## src/rtl/clock_victim_sel.sv

```systemverilog
module clock_victim_sel #(
  parameter int NFRAMES = 16,
  localparam int IW = $clog2(NFRAMES)
) (
  input  logic               clk,
  input  logic               rst_n,
  input  logic               ref_valid,
  input  logic [IW-1:0]      ref_idx,
  input  logic               req,
  output logic               done,
  output logic [IW-1:0]      victim,
  output logic [IW-1:0]      hand,
  output logic [NFRAMES-1:0] used_flags
);

  logic busy;

  wire [IW-1:0] hand_nx = (hand == IW'(NFRAMES - 1)) ? '0 : hand + 1'b1;
  wire          cur_used = used_flags[hand];
  wire          skip = busy && cur_used;
  wire          hit  = busy && !cur_used;

  for (genvar i = 0; i < NFRAMES; i++) begin : g_flag
    always_ff @(posedge clk or negedge rst_n) begin
      if (!rst_n)
        used_flags[i] <= 1'b0;
      else if (ref_valid && ref_idx == IW'(i))
        used_flags[i] <= 1'b1;
      else if (skip && hand == IW'(i))
        used_flags[i] <= 1'b0;
    end
  end

  always_ff @(posedge clk or negedge rst_n) begin
    if (!rst_n) begin
      busy   <= 1'b0;
      done   <= 1'b0;
      victim <= '0;
      hand   <= '0;
    end else begin
      busy <= busy ? !hit : req;
      done <= hit;
      if (hit) victim <= hand;
      if (busy) hand <= hand_nx;
    end
  end

endmodule


```

## config.mk

```make
export PLATFORM = sky130hd
export DESIGN_NAME = clock_victim_sel
export DESIGN_NICKNAME = d
export VERILOG_FILES = /design/src/rtl/clock_victim_sel.sv
export SDC_FILE = /design/constraint.sdc
export NUM_CORES = 1
export LEC_CHECK = 0
export BUFFER_PORTS_ARGS = -buffer_cell sky130_fd_sc_hd__buf_2
export CORE_MARGIN = 3
export CORE_UTILIZATION = 48
export CTS_CLUSTER_DIAMETER = 40
export CTS_CLUSTER_SIZE = 8
export DETAILED_ROUTE_END_ITERATION = 8
export PLACE_DENSITY = 0.72
export SYNTH_ARGS = -nofsm -noshare
export SYNTH_HDL_FRONTEND = slang
export SYNTH_SLANG_ARGS = --single-unit
```

## constraint.sdc

```tcl
create_clock -name clk -period 2.12 [get_ports clk]
set_input_delay 0.212 -clock clk [delete_from_list [all_inputs] [get_ports clk]]
set_output_delay 0.212 -clock clk [all_outputs]
set_load 0.02 [all_outputs]
```

==> run metrics <==
CP Depth=4; area of placed instances=0.001639 mm2; clock net sink count=26; Leakage=0.7509 nW; H-tree Lvls=1; WL/cell=17.94 um; CP Cell Sequence=mux4_2 > mux4_2 > nand2b_4 > mux2_4; FFs w/ async S/R, synth=100.0%; buffers added on ports=32; flop-to-flop setup slack=0.04 ns; FF+latch count, synth=26; clock latency on the worst-skew pair=0.32 ns; crit-path max FO=6; WP buf/inv=0; Critical Path AT=2.29 ns; GPL Wtd Cong=0.8560; die area=0.003661 mm2; CTS Root Cell=clkbuf_4; largest net degree at the start of global routing=27; crit path time final=2.079 ns; Finished Cell Area=0.001690 mm2; Yosys top cell by area=dfrtp_1; Worst Reg2Reg Path Length in Cells=4; vias per inst=6.057; Synth Flop Type=dfrtp_1; first-pass GRT wire length=5782 um; clk buf depth=2; Post-Route WL=3444 um; Critical Path End Type=register; DR iter-0 viols=80; Fin. Hold Viols=0; hold depth=3; Filler Cell Count=242; drt drc=0; clk_skew=0.009697 ns; worst hold path class=in -> reg; startpoint types=register; CTS Buf Count=3; Worst slew margin=61.87%; CP top delay family=multiplexers; vias in the first global route=1161; Vias=1163; met1 Use GR=30.01%; Worst Path Class, Setup=reg -> reg; f_max=481.0 MHz; cell seen most often among critical-path stages=mux4_2; synth unique cells=31; Initial Util=50.85%; Post-Syn Nets=134; Die H=60.51 um; Yosys warnings=0; crit share post-route=98.07%; Ports=33; number of diodes=0; GR peak layer=met2; Synth Area per Inst=11.69 um2; pwr dens=1818 mW/mm2; Max Slew Vio Count=0; CTS tree=yes; slew at the pin closest to its max-slew limit=0.5719 ns; Die Wd=60.51 um; Post-synth EDFFs=0; Final Setup Violations=0; post-synth top area share=45.61%; outcome=finished, final reports clean; Req. time, crit path=2.33 ns; fin cells=192; GR Layer Usage met2=35.19%; total iterations of the first detailed-routing run=4; Std-Cell Rows=19; Seq/Total Area, Yosys=45.61%; GRT Total Usage=21.61%; unrepaired setup endpoints after global routing=true; Post-Syn Area=0.001426 mm2; Max IR drop VDD=0.8099 mV; CP peak stage delay=0.54 ns; Critical-path top delay cell=mux4_2; Congestion Overflow GR=0; core area=0.002805 mm2; placed insts=185; antenna violations before repair=0; synthesis-to-finish area growth=18.51%; Clk pin slew, worst setup/hold paths=0.14 ns; share of layout cells above drive strength 1=32.92%; met3 Usage GRT=2.553%; Max-Cap Viols=0; post-route antenna net violation count=0; Mapped Cells=122; Synth area leaders=dfrtp_1 46%, mux4_2 7.9%, mux4_1 7.4%; NumNets Final=174; hpwl dp=2594 um
## where the power goes
group / total (mW) / leakage, nW / switching [mW] / internal, mW
Clock: 0.213 / 0.0150 / 0.140 / 0.0737
Sequential: 1.04 / 0.300 / 0.293 / 0.744
Combinational: 1.82 / 0.435 / 0.938 / 0.883
## routing by layer
| metal | wire, um | up-vias |
|---|---|---|
| li1 | - | 548 |
| met3 | 193 | 5 |
| met1 | 1482 | 570 |
| met5 | 0 | - |
| met4 | 49 | 0 |
| met2 | 1718 | 40 |
## per-stage QoR
step | power [mW] | TNS [ns] | worst slack (ns) | util (%) | hold WS [ns]
finish | 3.073 | 0 | 0.04085 | 60.26 | 0.1164
global route | 3.296 | -0.03116 | -0.03116 | 60.26 | 0.1345
CTS | 3.071 | 0 | 0.008343 | 59.99 | 0.1079
detailed placement | 2.842 | 0 | 0.01881 | 58.43 | 0.2382
global placement | 2.789 | 0 | 0.08413 | 58.43 | 0.2347
floorplan | 2.252 | -0.04547 | -0.04547 | - | -0.08359
## sequential cells by signal (all words and copies together), names as in the netlist
register,count
used_flags,16
hand,4
busy,1
victim,4
done,1
## synth_stat cells (2+ instances only)
| master | count |
|---|---|
| nand3_1 | 20 |
| nor2_1 | 4 |
| o21ai_1 | 4 |
| a22o_1 | 2 |
| mux4_2 | 5 |
| nand2_1 | 6 |
| a21oi_1 | 2 |
| o2bb2ai_1 | 12 |
| nand2b_1 | 2 |
| dfrtp_1 | 26 |
| mux4_1 | 4 |
| nor3b_1 | 3 |
| buf_1 | 2 |
| o21ai_0 | 5 |
| and3_1 | 2 |
| buf_2 | 2 |
| ha_1 | 4 |
| inv_1 | 4 |
## worst min-delay path: cells and delay by family
kind,cells,cell delay [ns]
AND/OR/NAND/NOR,2,0.11
buffers and inverters,1,0.08
## cell usage in the layout (no fill, tap or decap), types with 2 or more instances in the layout
cell | netlist | layout
o21ai_0 | 5 | 5
o21ai_1 | 4 | 4
and3_1 | 2 | 2
a21oi_1 | 2 | 2
a22o_1 | 2 | 2
buf_4 | 0 | 8
nand2_1 | 6 | 6
o2bb2ai_1 | 12 | 12
nand3_1 | 20 | 20
nor2_1 | 4 | 4
mux4_1 | 4 | 4
clkbuf_4 | 0 | 3
ha_1 | 4 | 4
mux4_2 | 5 | 5
nor3b_1 | 3 | 3
dfrtp_1 | 26 | 25
buf_2 | 2 | 32
inv_1 | 4 | 4
nand2b_1 | 2 | 2
## cell type report
type	instances	area, um2	area share [%]
clock buffer	4	26.28	1.554
sequential	26	651.9	38.56
timing repair buffer	41	230.2	13.62
inverter	6	22.52	1.332
multi-input combinational	84	720.7	42.64
tap	31	38.79	2.295
## final timing paths
check	startpoint	end
max	hand[1]$_DFFE_PN0P_	victim[3]$_DFFE_PN0P_
min	req	busy$_DFF_PN0_
max reg2reg	hand[1]$_DFFE_PN0P_	victim[3]$_DFFE_PN0P_
min reg2reg	victim[0]$_DFFE_PN0P_	victim[0]$_DFFE_PN0P_
max in group asynchronous	rst_n	hand[1]$_DFFE_PN0P_
min in group asynchronous	rst_n	hand[2]$_DFFE_PN0P_
## kinds of logic (layout without fill, tap and decap cells)
family                   count (synthesis)  count (layout)  share of synthesized area (%)
multiplexers                            12              12                          17.81
AND/OR/NAND/NOR                         39              39                          14.30
flip-flops                              26              26                          45.61
AO/OA/AOI/OAI                           28              28                          14.30
adder cells (fa/ha/maj)                  4               4                          3.509
buffers and inverters                   12              51                          3.859
XOR/XNOR                                 1               1                         0.6141
## timing repair
item	in CTS	in global routing
endpoints found under the hold margin	26	0
setup buffers	1	1
setup endpoints to repair	1	2
hold buffers	1	0
gates resized for setup	0	0
pin swaps	0	0
Power figures use the tool's default switching activity.
